**config.mk**
```make
export PLATFORM = sky130hd
export DESIGN_NAME = emb_sync_decoder
export DESIGN_NICKNAME = d
export VERILOG_FILES = /design/src/rtl/evd_pkg.sv /design/src/rtl/evd_code_finder.sv /design/src/rtl/evd_pixel_align.sv /design/src/rtl/evd_geometry_check.sv /design/src/rtl/emb_sync_decoder.sv
export SDC_FILE = /design/constraint.sdc
export NUM_CORES = 1
export LEC_CHECK = 0
export ABC_AREA = 0
export ABC_CLOCK_PERIOD_IN_PS = 2810
export BUFFER_PORTS_ARGS = -buffer_cell sky130_fd_sc_hd__buf_2
export CORE_UTILIZATION = 30
export CTS_CLUSTER_DIAMETER = 150
export DETAILED_ROUTE_END_ITERATION = 10
export SETUP_SLACK_MARGIN = 0.02
export SLEW_MARGIN = 0
export SYNTH_ARGS = -nofsm -noshare
export SYNTH_HDL_FRONTEND = slang
export SYNTH_SLANG_ARGS = --single-unit
export TNS_END_PERCENT = 50
```
**constraint.sdc**
```tcl
create_clock -name clk -period 2.81 [get_ports clk]
set_input_delay 0.1405 -clock clk [delete_from_list [all_inputs] [get_ports clk]]
set_output_delay 0.1405 -clock clk [all_outputs]
set_load 0.01 [all_outputs]
```
**src/rtl/evd_pkg.sv**
```systemverilog
// Shared constants, types and helper functions for the embedded sync decoder.
// Assumes a 10-bit word and a fixed three-word preamble before every code.
package evd_pkg;
    localparam int WORD_W  = 10;
    localparam int PRE_LEN = 3;

    typedef logic [WORD_W-1:0] word_t;

    localparam word_t PRE_HEAD  = 10'h3FF;
    localparam word_t PRE_ZERO  = 10'h000;
    localparam word_t C_SAV_ACT = 10'h200;
    localparam word_t C_EAV_ACT = 10'h240;
    localparam word_t C_SAV_BLK = 10'h2AC;
    localparam word_t C_EAV_BLK = 10'h2D8;

    typedef enum logic [2:0] {
        K_NONE,
        K_SAV_ACT,
        K_EAV_ACT,
        K_SAV_BLK,
        K_EAV_BLK,
        K_BAD
    } kind_t;

    // Expected preamble word at position idx.
    function automatic word_t pre_word(int idx);
        return (idx == 0) ? PRE_HEAD : PRE_ZERO;
    endfunction

    // Map the word after a preamble to a code kind.
    function automatic kind_t classify(word_t w);
        case (w)
            C_SAV_ACT: return K_SAV_ACT;
            C_EAV_ACT: return K_EAV_ACT;
            C_SAV_BLK: return K_SAV_BLK;
            C_EAV_BLK: return K_EAV_BLK;
            default:   return K_BAD;
        endcase
    endfunction
endpackage

```
**src/rtl/evd_code_finder.sv**
```systemverilog
// Tracks how much of the preamble has been seen and classifies the word that
// follows a complete preamble. The kind output is combinational and valid in
// the cycle the code word is on the input. Assumes back-to-back words, one per clock.
module evd_code_finder
    import evd_pkg::*;
(
    input  logic  clk,
    input  logic  rst_n,
    input  word_t word_in,
    output kind_t kind
);
    localparam int PW = $clog2(PRE_LEN + 1);

    logic [PW-1:0] match_q;
    logic [PW-1:0] match_d;
    logic          armed;

    assign armed = (match_q == PW'(PRE_LEN));

    // Classify the current word only when the full preamble precedes it.
    always_comb begin
        kind = armed ? classify(word_in) : K_NONE;
    end

    // Advance, restart or clear the preamble match position.
    always_comb begin
        if (!armed && (word_in == pre_word(int'(match_q)))) begin
            match_d = match_q + PW'(1);
        end else if (word_in == PRE_HEAD) begin
            match_d = PW'(1);
        end else begin
            match_d = '0;
        end
    end

    // Hold the preamble match position.
    always_ff @(posedge clk) begin
        if (!rst_n) begin
            match_q <= '0;
        end else begin
            match_q <= match_d;
        end
    end
endmodule

```
**src/rtl/evd_pixel_align.sv**
```systemverilog
// Delays tagged words by DEPTH clocks so that the preamble words in front of a
// code can be untagged once the code is recognised. The flush input clears
// every tag already in flight. Assumes DEPTH is one more than the preamble length.
module evd_pixel_align
    import evd_pkg::*;
#(
    parameter int DEPTH = PRE_LEN + 1
) (
    input  logic  clk,
    input  logic  rst_n,
    input  word_t word_in,
    input  logic  tag_in,
    input  logic  flush,
    output word_t pix_data,
    output logic  pix_valid
);
    word_t data_q [DEPTH];
    logic  vld_q  [DEPTH];

    // Shift words and tags through the delay line, dropping tags on flush.
    always_ff @(posedge clk) begin
        if (!rst_n) begin
            for (int i = 0; i < DEPTH; i++) begin
                data_q[i] <= '0;
                vld_q[i]  <= 1'b0;
            end
        end else begin
            data_q[0] <= word_in;
            vld_q[0]  <= tag_in;
            for (int i = 1; i < DEPTH; i++) begin
                data_q[i] <= data_q[i-1];
                vld_q[i]  <= vld_q[i-1] && !flush;
            end
        end
    end

    assign pix_data  = data_q[DEPTH-1];
    assign pix_valid = vld_q[DEPTH-1];
endmodule

```
**src/rtl/evd_geometry_check.sv**
```systemverilog
// Counts delivered pixels per active line and active line starts per frame.
// It flags a wrong line length at the end code and a wrong line count at the
// blanking start code. Both counters saturate, so an overrun cannot wrap to a good value.
module evd_geometry_check
    import evd_pkg::*;
#(
    parameter int ACT_PIXELS = 640,
    parameter int ACT_LINES  = 480,
    localparam int LCW = $clog2(ACT_LINES + 2)
) (
    input  logic           clk,
    input  logic           rst_n,
    input  kind_t          kind,
    input  logic           pix_valid,
    output logic           line_len_err,
    output logic           frame_err,
    output logic [LCW-1:0] frame_lines
);
    localparam int PCW = $clog2(ACT_PIXELS + 2);

    logic [PCW-1:0] pix_cnt;
    logic [PCW:0]   pix_total;
    logic [LCW-1:0] line_cnt;

    assign pix_total = {1'b0, pix_cnt} + (PCW+1)'(pix_valid);

    // Count delivered pixels since the last active start code.
    always_ff @(posedge clk) begin
        if (!rst_n) begin
            pix_cnt <= '0;
        end else if (kind == K_SAV_ACT) begin
            pix_cnt <= '0;
        end else if (pix_valid && (pix_cnt != '1)) begin
            pix_cnt <= pix_cnt + PCW'(1);
        end
    end

    // Flag a wrong pixel count when the active end code arrives.
    always_ff @(posedge clk) begin
        if (!rst_n) begin
            line_len_err <= 1'b0;
        end else begin
            line_len_err <= (kind == K_EAV_ACT) && (pix_total != (PCW+1)'(ACT_PIXELS));
        end
    end

    // Count active start codes since the last blanking start code.
    always_ff @(posedge clk) begin
        if (!rst_n) begin
            line_cnt <= '0;
        end else if (kind == K_SAV_BLK) begin
            line_cnt <= '0;
        end else if ((kind == K_SAV_ACT) && (line_cnt != '1)) begin
            line_cnt <= line_cnt + LCW'(1);
        end
    end

    // Latch the frame's line count and flag a mismatch at blanking start.
    always_ff @(posedge clk) begin
        if (!rst_n) begin
            frame_lines <= '0;
            frame_err   <= 1'b0;
        end else begin
            frame_err <= (kind == K_SAV_BLK) && (line_cnt != LCW'(ACT_LINES));
            if (kind == K_SAV_BLK) begin
                frame_lines <= line_cnt;
            end
        end
    end
endmodule

```
**src/rtl/emb_sync_decoder.sv**
```systemverilog
// Top of the embedded sync decoder. It finds the preamble and code words in
// the incoming stream, delivers active pixels with a strobe, pulses line and
// frame markers, and checks the line and frame geometry. Assumes one word per
// clock and a synchronous active-low reset.
module emb_sync_decoder
    import evd_pkg::*;
#(
    parameter int ACT_PIXELS = 640,
    parameter int ACT_LINES  = 480,
    localparam int LINE_CW = $clog2(ACT_LINES + 2)
) (
    input  logic               clk,
    input  logic               rst_n,
    input  logic [WORD_W-1:0]  in_word,
    output logic [WORD_W-1:0]  pix_data,
    output logic               pix_valid,
    output logic               line_start,
    output logic               line_end,
    output logic               frame_start,
    output logic               sync_err,
    output logic               line_len_err,
    output logic               frame_err,
    output logic [LINE_CW-1:0] frame_lines
);
    kind_t kind;
    logic  in_line_q;
    logic  blank_seen_q;
    logic  code_ok;
    logic  tag;

    evd_code_finder u_finder (
        .clk     (clk),
        .rst_n   (rst_n),
        .word_in (in_word),
        .kind    (kind)
    );

    assign code_ok = (kind != K_NONE) && (kind != K_BAD);
    assign tag     = in_line_q && !code_ok;

    evd_pixel_align #(.DEPTH(PRE_LEN + 1)) u_align (
        .clk       (clk),
        .rst_n     (rst_n),
        .word_in   (in_word),
        .tag_in    (tag),
        .flush     (code_ok),
        .pix_data  (pix_data),
        .pix_valid (pix_valid)
    );

    evd_geometry_check #(
        .ACT_PIXELS (ACT_PIXELS),
        .ACT_LINES  (ACT_LINES)
    ) u_geom (
        .clk          (clk),
        .rst_n        (rst_n),
        .kind         (kind),
        .pix_valid    (pix_valid),
        .line_len_err (line_len_err),
        .frame_err    (frame_err),
        .frame_lines  (frame_lines)
    );

    // Track whether the stream is inside an active line.
    always_ff @(posedge clk) begin
        if (!rst_n) begin
            in_line_q <= 1'b0;
        end else if (kind == K_SAV_ACT) begin
            in_line_q <= 1'b1;
        end else if (code_ok) begin
            in_line_q <= 1'b0;
        end
    end

    // Remember a blanking code since the last active start code.
    always_ff @(posedge clk) begin
        if (!rst_n) begin
            blank_seen_q <= 1'b0;
        end else if ((kind == K_SAV_BLK) || (kind == K_EAV_BLK)) begin
            blank_seen_q <= 1'b1;
        end else if (kind == K_SAV_ACT) begin
            blank_seen_q <= 1'b0;
        end
    end

    // Register one-cycle line and frame markers from the decoded code.
    always_ff @(posedge clk) begin
        if (!rst_n) begin
            line_start  <= 1'b0;
            line_end    <= 1'b0;
            frame_start <= 1'b0;
        end else begin
            line_start  <= (kind == K_SAV_ACT);
            line_end    <= (kind == K_EAV_ACT);
            frame_start <= (kind == K_SAV_ACT) && blank_seen_q;
        end
    end

    // Set the sticky error on an unknown word after a full preamble.
    always_ff @(posedge clk) begin
        if (!rst_n) begin
            sync_err <= 1'b0;
        end else if (kind == K_BAD) begin
            sync_err <= 1'b1;
        end
    end
endmodule

```
==> key figures <==
Outcome
  – Outcome: finished, final reports clean

Drt
  – Drt initial violations: 100
  – Total wire length: 5840 um
  – Wirelength per Cell: around 12 um
  – First-pass DRT Iterations: 4
  – DRC violations left: 0
  – Via count: ~2200
  – DR vias/cell: 4.61
  – Antenna viol nets, final: 0

Timing
  – RSZ-0062 raised after global routing: no
  – Relative slew slack: a little over half
  – Clock skew: 11.4 ps
  – Number of setup violations in the final report: 0
  – Final setup margin: 224 ps
  – Setup TNS: 0 ps
  – Fmax: 387 MHz
  – Fin. Hold Viols: 0
  – Slew @ Worst Pin: 685 ps
  – Min Clock Period, post-route: 2590 ps
  – Fin. max-slew vios: 0
  – Final Cycle Share: 92.0%

Clock tree
  – Post-CTS Hold Buffers: 0
  – Worst-Skew Late Latency: 350 ps
  – CTS tree: yes
  – CTS max path bufs: 2
  – CTS buffer count: 9
  – Clock transition at path regs: 90 ps
  – Post-CTS sizing: 0
  – H-tree levels: 3
  – Clk sink count: a little over 80
  – Root Buffer: clkbuf_8
  – Setup Fix Bufs, Post-CTS: 0

Power
  – Sw Ratio: 21.2%
  – Clock power share: a little over two fifths
  – LEAKAGE: 0.00150 uW
  – Pwr/cell area: ~600 nW/um2
  – Register share of total power: 53.8%
  – P_int: between 1500 and 2000 uW
  – IR drop worst, VDD: 243 uV
  – Psw: 467 uW
  – Combinational share of power: 3.1%

Final layout
  – Share of post-route cells with drive strength above 1: 19.1%
  – Syn-to-layout area delta: 16.3%
  – Nets@finish: about 360
  – Antenna cells: 0
  – Final instance area: 3690 um2

Synth
  – Mean Syn Cell Area: 10.4 um2
  – Mapped Cells: 305
  – Area contributors post-synth: dfxtp_1 (52%), and2_1 (9.1%), ha_1 (3.2%), a22o_1 (2.5%), xor2_1 (2.2%)
  – Top cell type's share of synthesized area: 51.8%
  – Yosys top cell by area: dfxtp_1
  – Synth Area in Compound Gates: 11.4%
  – Largest family of logic cells by synthesized area: simple AND/OR/NAND/NOR gates
  – Register area share after synthesis: about half
  – Synth Flop Type: dfxtp_1
  – Post-synthesis mux area share: 1.26%
  – Mapped Area: 3170 um2
  – Xor and xnor area share after synthesis: 3.87%
  – Post-synthesis net count: 325
  – Yosys reg bits: 82
  – Post-Synth Adder-Cell Area: 3.16%
  – Synth async-reset ratio: 0%
  – Synth cell types: 52
  – Post-synth EDFFs: 0
  – Yosys warns: 0
  – Area share of and/or/nand/nor cells after synthesis: 25.8%

GRT
  – Initial antenna violation count: 0
  – Tot GR Track Use: 11.5%
  – Number of global-route vias before repair: 2078
  – Largest net degree at the start of global routing: 53
  – First-pass GRT wire length: 9940 um
  – GRT Residual Overflow: 0

Setup path
  – R2r startpoint: u_geom.line_cnt[3]
  – Crit end category: flop
  – FF-to-FF setup slack: 220 ps
  – WS Path Type: reg2reg
  – Type of origin of the critical path: flop
  – Critical Path RT: 3090 ps
  – Critical path arrival: roughly 2900 ps
  – Reg-to-reg endpoint: u_geom.line_cnt[7]
  – Crit Path Max Fanout: 11
  – Critical path endpoint: u_geom.line_cnt[7]
  – R2R depth: 8
  – CP startpoint: u_geom.line_cnt[3]

Worst hold path
  – Hold Path Cell Cnt: 2
  – Hold Crit Class: in2reg

Placed design
  – Port bufs: 37
  – Dpl cell area: approximately 3500 um2
  – DP Worst Slack: 206 ps
  – Post-DP HPWL: 4060 um
  – GP Congestion: between 0.8 and 0.9

Job
  – Max cap viols: 0

Floorplan
  – IO Pins: 38
  – Die area: 11000 um2
  – Die height: 105 um
  – Row count: 37
  – Die X: 105 um
  – Core Area: 10300 um2
  – Initial Util: 30.9%
## layout make-up
cell class | instances | area, um2
fillers | 1072 | 6590
flip-flops and latches | 82 | 1640
multi-input cells | 205 | 1440
repair buffers | 37 | 185
well taps | 136 | 170
clock buffers | 10 | 138
clock inverters | 6 | 90.1
inverters | 6 | 22.5
## power groups by stage
stage / logic [uW] / registers [uW] / clock network [uW]
after detailed placement: 68.8 / 1210 / 0
after global placement: 68.0 / 1210 / 0
after CTS: 69.1 / 1180 / 974
after floorplan: 38.6 / 1210 / 0
final: 68.2 / 1180 / 946
after global routing: 76.2 / 1190 / 1030
## stage by stage
stage / power, uW / std cells / util, % / hold WS (ps)
finish: 2200 / 482 / 35.9 / 85.1
CTS: 2230 / 482 / 35.9 / 65.1
global placement: 1280 / 466 / 33.7 / 412
floorplan: 1250 / 305 / - / 262
detailed placement: 1280 / 466 / 33.7 / 413
global route: 2290 / 482 / 35.9 / 78.7
## worst max-delay path, cell delays in order, from the launching register on
cell and delay [ps]:
dfxtp_1 360, and3_1 230, and3_1 180, ha_1 200, nor4_2 260, nand2_2 80, or4_4 580, or4_1 490
a21oi_1 150
## cell families after synthesis
| family | after synthesis |
|---|---|
| and+or+nand+nor | 135 |
| DFF | 82 |
| adders and majority gates | 8 |
| muxes | 4 |
| xor gates and xnor gates | 14 |
| buffers and inverters | 18 |
| AOI/OAI and AO/OA | 44 |
## flip-flops by register name (all words and copies together) (netlist names)
name / cells
u_geom.frame_err: 1
line_start: 1
u_geom.line_len_err: 1
u_align.data_q: 40
u_geom.line_cnt: 9
u_align.vld_q: 4
u_geom.pix_cnt: 10
u_geom.frame_lines: 9
in_line_q: 1
u_finder.match_q: 2
sync_err: 1
frame_start: 1
blank_seen_q: 1
line_end: 1
## placed cells by master, fill, tap and decap left out, types with 2 or more instances in the layout
| cell type | Yosys | routed |
|---|---|---|
| nand4_1 | 9 | 9 |
| xnor2_1 | 6 | 6 |
| a31oi_1 | 4 | 4 |
| a21oi_1 | 7 | 7 |
| a21boi_0 | 2 | 2 |
| and2_1 | 46 | 46 |
| o31ai_1 | 2 | 2 |
| o21a_1 | 5 | 5 |
| bufinv_16 | 0 | 2 |
| inv_1 | 6 | 6 |
| nand2_1 | 12 | 12 |
| clkinv_4 | 0 | 2 |
| and4_1 | 5 | 5 |
| nand3_1 | 8 | 8 |
| a22o_1 | 9 | 9 |
| or4_1 | 3 | 3 |
| clkbuf_8 | 0 | 10 |
| nor2_1 | 18 | 18 |
| dfxtp_1 | 82 | 82 |
| or4_4 | 2 | 2 |
| o21ai_0 | 3 | 3 |
| buf_2 | 1 | 37 |
| mux2i_1 | 4 | 4 |
| nor4_1 | 3 | 3 |
| ha_1 | 8 | 8 |
| and3_1 | 8 | 8 |
| xor2_1 | 8 | 8 |
| or3_1 | 4 | 4 |
| nand2b_1 | 2 | 2 |
| nor3_1 | 5 | 5 |
## cells in the mapped netlist (all sizes together) (2+ instances only)
library cell and instances:
a21boi 3, clkbuf 8, nand4 9, a22o 9, ha 8, or3 5, o21ai 4, buf 4
or4 6, o21a 5, nor4 5, o31ai 3, nor3 5, and4 5, xor2 8, o22ai 2
and2 47, nand2b 2, dfxtp 82, nand2 13, xnor2 6, inv 6, a21oi 7, a31oi 4
nor2 18, and3 8, mux2i 4, nand3 8
## worst min-delay path by stage
stage,from,endpoint
after detailed placement,u_align.vld_q[0],u_align.vld_q[1]
after CTS,in_word[6],u_align.data_q[0][6]
after global routing,in_word[6],u_align.data_q[0][6]
after floorplan,in_word[0],u_align.data_q[0][0]
after global placement,u_align.vld_q[0],u_align.vld_q[1]
final,in_word[6],u_align.data_q[0][6]
## per-layer routing
layer | track usage (%) | wire length [um] | vias up
met2 | 18.1 | 2610 | 40
met4 | 4.93 | 65 | 0
met1 | 14.2 | 2900 | 1030
li1 | - | - | 1147
met5 | 0 | 0 | -
met3 | 3.93 | 261 | 5
Power figures use the tool's default switching activity.
